**config.mk**
```make
export PLATFORM = sky130hd
export DESIGN_NAME = dma_chan_core
export DESIGN_NICKNAME = d
export VERILOG_FILES = /design/src/rtl/dma_chan_pkg.sv /design/src/rtl/dma_byte_ptr.sv /design/src/rtl/dma_chan_slice.sv /design/src/rtl/dma_chan_core.sv
export SDC_FILE = /design/constraint.sdc
export NUM_CORES = 1
export LEC_CHECK = 0
export ABC_CLOCK_PERIOD_IN_PS = 3200
export CORE_MARGIN = 2
export CORE_UTILIZATION = 55
export DETAILED_ROUTE_END_ITERATION = 8
export PLACE_DENSITY_LB_ADDON = 0.1
export SYNTH_ARGS = -nofsm -noshare
export SYNTH_HDL_FRONTEND = slang
export SYNTH_SLANG_ARGS = --single-unit
```
**constraint.sdc**
```tcl
create_clock -name clk -period 3.2 [get_ports clk]
set_clock_uncertainty 0.15 [all_clocks]
set_input_delay 0.32 -clock clk [delete_from_list [all_inputs] [get_ports clk]]
set_output_delay 0.32 -clock clk [all_outputs]
set_load 0.01 [all_outputs]
```
**src/rtl/dma_chan_pkg.sv**
```systemverilog
package dma_chan_pkg;

  typedef enum logic [1:0] {
    XK_VERIFY   = 2'b00,
    XK_TO_MEM   = 2'b01,
    XK_FROM_MEM = 2'b10,
    XK_ILLEGAL  = 2'b11
  } xfer_kind_e;

  // stored copy of mode data bits 5:2
  typedef struct packed {
    logic       dec;
    logic       auto_init;
    xfer_kind_e kind;
  } chan_mode_t;

endpackage

```
**src/rtl/dma_byte_ptr.sv**
```systemverilog
module dma_byte_ptr (
  input  logic clk,
  input  logic rst,
  input  logic clr,
  input  logic adv,
  output logic hi_q
);

  always_ff @(posedge clk) begin
    if (rst)      hi_q <= 1'b0;
    else if (clr) hi_q <= 1'b0;
    else if (adv) hi_q <= ~hi_q;
  end

  AST_PTR_FLIPS: assert property (@(posedge clk) disable iff (rst)
    adv && !clr |=> hi_q != $past(hi_q));
  AST_PTR_CLEARED: assert property (@(posedge clk) disable iff (rst)
    clr |=> !hi_q);

endmodule

```
**src/rtl/dma_chan_slice.sv**
```systemverilog
module dma_chan_slice
  import dma_chan_pkg::*;
#(
  parameter int AW = 16,
  parameter int PW = 8
) (
  input  logic          clk,
  input  logic          rst,
  input  logic          ld_addr,
  input  logic          ld_cnt,
  input  logic          byte_hi,
  input  logic          ld_page,
  input  logic          ld_mode,
  input  logic          ld_mask,
  input  logic [7:0]    din,
  input  logic          step,
  output logic [AW-1:0] cur_addr,
  output logic [PW-1:0] page_q,
  output chan_mode_t    mode_q,
  output logic          masked,
  output logic          tc_flag,
  output logic          last
);

  localparam int HW = AW - 8;

  logic [AW-1:0] base_addr, base_cnt, cur_cnt;

  assign last = (cur_cnt == '0);

  always_ff @(posedge clk) begin
    if (rst) begin
      base_addr <= '0;
      cur_addr  <= '0;
      base_cnt  <= '0;
      cur_cnt   <= '0;
      page_q    <= '0;
      mode_q    <= '0;
      masked    <= 1'b1;
      tc_flag   <= 1'b0;
    end else begin
      if (ld_addr) begin
        if (byte_hi) begin
          base_addr[AW-1:8] <= din[HW-1:0];
          cur_addr[AW-1:8]  <= din[HW-1:0];
        end else begin
          base_addr[7:0] <= din;
          cur_addr[7:0]  <= din;
        end
      end
      if (ld_cnt) begin
        if (byte_hi) begin
          base_cnt[AW-1:8] <= din[HW-1:0];
          cur_cnt[AW-1:8]  <= din[HW-1:0];
        end else begin
          base_cnt[7:0] <= din;
          cur_cnt[7:0]  <= din;
        end
      end
      if (ld_page) page_q <= din[PW-1:0];
      if (ld_mode) begin
        mode_q  <= chan_mode_t'(din[5:2]);
        tc_flag <= 1'b0;
      end
      if (ld_mask) masked <= din[2];
      if (step) begin
        if (last && mode_q.auto_init) begin
          cur_addr <= base_addr;
          cur_cnt  <= base_cnt;
        end else begin
          cur_addr <= mode_q.dec ? cur_addr - 1'b1 : cur_addr + 1'b1;
          cur_cnt  <= cur_cnt - 1'b1;
        end
        if (last && !mode_q.auto_init) begin
          masked  <= 1'b1;
          tc_flag <= 1'b1;
        end
      end
    end
  end

  AST_SINGLE_TC_MASKS: assert property (@(posedge clk) disable iff (rst)
    step && last && !mode_q.auto_init |=> masked && tc_flag);
  AST_AUTO_RELOADS: assert property (@(posedge clk) disable iff (rst)
    step && last && mode_q.auto_init |=>
      cur_addr == $past(base_addr) && !masked && last == ($past(base_cnt) == '0));
  AST_ADDR_MOVES: assert property (@(posedge clk) disable iff (rst)
    step && !last |=>
      cur_addr == ($past(mode_q.dec) ? AW'($past(cur_addr) - 1'b1)
                                     : AW'($past(cur_addr) + 1'b1)));
  AST_COUNT_STEPS: assert property (@(posedge clk) disable iff (rst)
    step && !last && (cur_cnt == AW'(1)) |=> last);
  AST_MODE_CLEARS_TC: assert property (@(posedge clk) disable iff (rst)
    ld_mode |=> !tc_flag);

endmodule

```
**src/rtl/dma_chan_core.sv**
```systemverilog
module dma_chan_core
  import dma_chan_pkg::*;
#(
  parameter int NUM_CH = 4,
  parameter int AW     = 16,
  parameter int PW     = 8
) (
  input  logic                        clk,
  input  logic                        rst,
  input  logic                        wr_en,
  input  logic [3:0]                  wr_sel,
  input  logic [7:0]                  wr_data,
  input  logic                        xfer_stb,
  input  logic [$clog2(NUM_CH)-1:0]   xfer_ch,
  output logic                        xfer_ack,
  output logic [PW+AW-1:0]            xfer_addr,
  output logic                        xfer_tc,
  output logic [NUM_CH-1:0]           mask_o,
  output logic [NUM_CH-1:0]           tc_flags
);

  localparam int CH_W = $clog2(NUM_CH);
  localparam logic [3:0] SEL_CNT0  = 4'(NUM_CH);
  localparam logic [3:0] SEL_PAGE0 = 4'(2 * NUM_CH);
  localparam logic [3:0] SEL_MODE  = 4'(3 * NUM_CH);
  localparam logic [3:0] SEL_MASK  = 4'(3 * NUM_CH + 1);
  localparam logic [3:0] SEL_CLR   = 4'(3 * NUM_CH + 2);

  logic hit_addr, hit_cnt, hit_page, hit_mode, hit_mask, hit_clr;
  logic byte_hi, accept;
  logic [CH_W-1:0] sel_ch, dat_ch;

  logic [AW-1:0] cur_addr_a [NUM_CH];
  logic [PW-1:0] page_a     [NUM_CH];
  chan_mode_t    mode_a     [NUM_CH];
  logic [NUM_CH-1:0] last_v;

  assign sel_ch   = wr_sel[CH_W-1:0];
  assign dat_ch   = wr_data[CH_W-1:0];
  assign hit_addr = wr_en && (wr_sel < SEL_CNT0);
  assign hit_cnt  = wr_en && (wr_sel >= SEL_CNT0) && (wr_sel < SEL_PAGE0);
  assign hit_page = wr_en && (wr_sel >= SEL_PAGE0) && (wr_sel < SEL_MODE);
  assign hit_mode = wr_en && (wr_sel == SEL_MODE);
  assign hit_mask = wr_en && (wr_sel == SEL_MASK);
  assign hit_clr  = wr_en && (wr_sel == SEL_CLR);

  dma_byte_ptr u_ptr (
    .clk  (clk),
    .rst  (rst),
    .clr  (hit_clr),
    .adv  (hit_addr || hit_cnt),
    .hi_q (byte_hi)
  );

  assign accept = xfer_stb && !wr_en && !mask_o[xfer_ch] &&
                  (mode_a[xfer_ch].kind != XK_ILLEGAL);

  for (genvar i = 0; i < NUM_CH; i++) begin : g_ch
    dma_chan_slice #(.AW(AW), .PW(PW)) u_slice (
      .clk      (clk),
      .rst      (rst),
      .ld_addr  (hit_addr && sel_ch == CH_W'(i)),
      .ld_cnt   (hit_cnt  && sel_ch == CH_W'(i)),
      .byte_hi  (byte_hi),
      .ld_page  (hit_page && sel_ch == CH_W'(i)),
      .ld_mode  (hit_mode && dat_ch == CH_W'(i)),
      .ld_mask  (hit_mask && dat_ch == CH_W'(i)),
      .din      (wr_data),
      .step     (accept && xfer_ch == CH_W'(i)),
      .cur_addr (cur_addr_a[i]),
      .page_q   (page_a[i]),
      .mode_q   (mode_a[i]),
      .masked   (mask_o[i]),
      .tc_flag  (tc_flags[i]),
      .last     (last_v[i])
    );
  end

  always_ff @(posedge clk) begin
    if (rst) begin
      xfer_ack  <= 1'b0;
      xfer_tc   <= 1'b0;
      xfer_addr <= '0;
    end else begin
      xfer_ack <= accept;
      xfer_tc  <= accept && last_v[xfer_ch];
      if (accept) xfer_addr <= {page_a[xfer_ch], cur_addr_a[xfer_ch]};
    end
  end

  AST_RESET_MASKS_ALL: assert property (@(posedge clk) disable iff (rst)
    $fell(rst) |-> (&mask_o) && (tc_flags == '0));
  AST_BLOCKED_NO_ACK: assert property (@(posedge clk) disable iff (rst)
    xfer_stb && (wr_en || mask_o[xfer_ch]) |=> !xfer_ack);
  AST_ACK_NEEDS_STB: assert property (@(posedge clk) disable iff (rst)
    xfer_ack |-> $past(xfer_stb));
  AST_TC_WITH_ACK: assert property (@(posedge clk) disable iff (rst)
    xfer_tc |-> xfer_ack);

endmodule

```
==> results.ini <==
[clock_tree]
clockRootBuffer = clkbuf_16
numCtsBuffers = 39
clkTransAtPathRegs_ns = 0.06
cts_sinks = 339
clkLatencyLatePin_ns = 0.54
ctsLongestPathBuffers = 3
cts_max_level = 2
cts_setup_buffers = 0
cts_tree = done

[detailed_routing]
dr.pass1.iters = 6
vias_per_cell = 6.16
ant_nets = 0
routed_wl_um = 55800
vias = 17300
drt_iter0_drc = 1529
routedWlPerCell_um = 19.8
drc = 0

[finish]
area_delta_synth_final_pct = 13.3
fillers = 2940
final-seq-area_um2 = 6790
multi_input_comb_area_um2 = 10800
drive_gt1_share_pct = 8.78
nets = 2426

[timing]
hold_violations = 0
fin_ws_ns = 0.256
finalSetupViolCount = 0
tightestPinTransition_ns = 1.13
hold_ws_ns = 0.302
report.final.slew_viol_count = 0
fin_setup_tns_ns = 0
max-slew-margin-rel_pct = 24.5
fmaxAchievable_ghz = 0.340
period_share_pct = 92.0
period_needed_ns = 2.94
grt_setup_unrepaired = false

[yosys]
syn_nets = 2400
synthFlopType = dfxtp_1
yosys_warnings = 0
postSynthAreaPerCell_um2 = 7.94
synth_top_area_share_pct = 36.9
synth_top_area_cell = dfxtp_1
syn_inst = 2314
syn_area_um2 = 18400
synthDistinctLibCells = 74
synth-async-reset-ratio_pct = 0
synth_area_leaders = dfxtp_1 (37%), nand2_1 (10%), a21oi_1 (6.5%), ha_1 (4.4%), nor2_1 (4.2%)
synth_edf_count = 0
yosysSeqAreaShare_pct = 36.9
ys_ff_latch = 339

[global_routing]
grt_overflow = 0
grt_pass1_vias = 16300
grt_max_degree = 208
grt_first_pass_wirelength_um = 88400
track_usage_pct = 31.3
grt_antenna_before_repair = 0

[power_and_ir_drop]
power.density_nw_per_um2 = 451
p_total_mw = 9.40
vdd_drop_max_v = 0.000417
p_leak_nw = 7.90

[critical_path]
crit_type = reg -> reg
crit_required_ns = 3.41
end_kind = flip-flop
cp-start-kind = flip-flop
cp_max_fo = 8
crit_arrival_ns = 3.15

[die]
pin_count = 52
die_h_um = 187
chipWidth_um = 187
rows = 66
die_area_um2 = 34900
core_um2 = 32700
start_util_pct = 56.2

[placement]
io_buffers = 51
gp_congestion = 0.943
place_ws_ns = 0.187
dpl.hpwl_um = 37700

[run_status]
status = finished, final reports clean

[flow_run]
maxCapViolations = 0

[hold_path]
hold_path_class = reg -> reg

## final timing paths
check / endpoint / from / slack (ns) / cells after the start
max: g_ch[0].u_slice.cur_addr[11]$_SDFFE_PP0P_ / g_ch[0].u_slice.mode_q[3]$_SDFFE_PP0P_ / 0.26 / 8
min: xfer_addr[21]$_SDFFE_PP0P_ / xfer_addr[21]$_SDFFE_PP0P_ / 0.30 / 2
max reg2reg: g_ch[0].u_slice.cur_addr[11]$_SDFFE_PP0P_ / g_ch[0].u_slice.mode_q[3]$_SDFFE_PP0P_ / 0.26 / 8
min reg2reg: xfer_addr[21]$_SDFFE_PP0P_ / xfer_addr[21]$_SDFFE_PP0P_ / 0.30 / 2
## sequential cells by signal, indices dropped and copies added, names as in the netlist
signal,count
xfer_ack,1
xfer_tc,1
g_ch.u_slice.tc_flag,4
g_ch.u_slice.cur_addr,64
xfer_addr,24
g_ch.u_slice.page_q,32
g_ch.u_slice.base_cnt,64
g_ch.u_slice.mode_q,16
u_ptr.hi_q,1
g_ch.u_slice.base_addr,64
g_ch.u_slice.cur_cnt,64
g_ch.u_slice.masked,4
## Yosys cell counts, types with 34 or more instances
library cell,instances
nand3_1,59
a311oi_1,71
nor2_1,208
xor2_1,40
clkbuf_1,122
a31oi_1,34
mux2i_1,57
nor3_1,50
xnor2_1,51
a21oi_1,239
o21ai_0,65
dfxtp_1,339
nand2_1,512
ha_1,64
a211oi_1,70
## through the flow
stage	cells	area (um^2)	utilization [%]
floorplan	2314	18400	-
global placement	2740	19500	59.7
detailed placement	2740	19500	59.7
CTS	2810	20800	63.7
global route	2810	20800	63.7
finish	2812	20800	63.7
## placed cells by master, fill, tap and decap left out, types with 10 or more instances in the layout
cell and n:
o31ai_1 10, nand3_1 59, a21o_1 19, clkbuf_16 41, inv_1 19, or3_1 20
mux2i_1 57, mux4_2 25, nand4_1 12, nor3_1 48, a21oi_1 238, and3_1 19
ha_1 64, a211oi_1 70, xnor2_1 51, nor4_1 13, o21ai_0 65, buf_4 91
nor2_1 208, nand2_1 512, dfxtp_1 338, o211ai_1 13, a311oi_1 71, nand2b_1 13
xor2_1 40, a31oi_1 34, o21a_1 11, clkbuf_1 10, clkdlybuf4s50_1 47
## routing by layer
| layer | GRT usage, % | routed length [um] | vias to the layer above |
|---|---|---|---|
| li1 | - | - | 8322 |
| met1 | 42.0 | 24100 | 8275 |
| met2 | 52.2 | 26100 | 599 |
| met3 | 4.02 | 3750 | 118 |
| met4 | 10.7 | 1840 | 0 |
| met5 | 0 | 0 | - |
## timing repair
item / in CTS / in global routing
hold buffers: 1 / 0
gates resized for setup: 0 / 1
setup endpoints to repair: 0 / 1
endpoints found under the hold margin: 25 / 0
## critical path, cell delays in order (launching register included)
cell and delay, ns:
dfxtp_1 0.49, ha_1 0.31, a211oi_1 0.37, o211ai_1 0.22, and4_1 0.25, a2111oi_2 0.48
xnor2_1 0.12, a221oi_1 0.28, a311oi_1 0.09
## cells by family (layout without fill, tap and decap cells)
logic type               after synthesis  count (layout)  synth area share, %
AND/OR/NAND/NOR                      965             965                 22.9
flip-flops                           339             339                 36.9
AO/OA/AOI/OAI                        587             587                 20.6
multiplexers                          83              83                 6.23
buffers and inverters                181             235                 4.23
other                                  0               2                    0
adder cells (fa/ha/maj)               68              68                 4.79
XOR/XNOR                              91              91                 4.34
## area by class of cell
cell class,count,share of cell area (%)
flip-flops and latches,339,32.6
clock inverters,10,0.601
repair buffers,147,6.12
diodes,2,0.0240
inverters,19,0.342
well taps,442,2.66
clock buffers,59,5.64
multi-input cells,1794,52.0
## report_power, final
| part | leakage, nW | internal [mW] | switching, mW |
|---|---|---|---|
| Sequential | 2.73 | 4.25 | 0.0335 |
| Combinational | 4.52 | 0.194 | 0.376 |
| Clock | 0.644 | 2.76 | 1.78 |
| Total | 7.90 | 7.21 | 2.19 |
No activity file was read; power rests on OpenSTA's default activity.
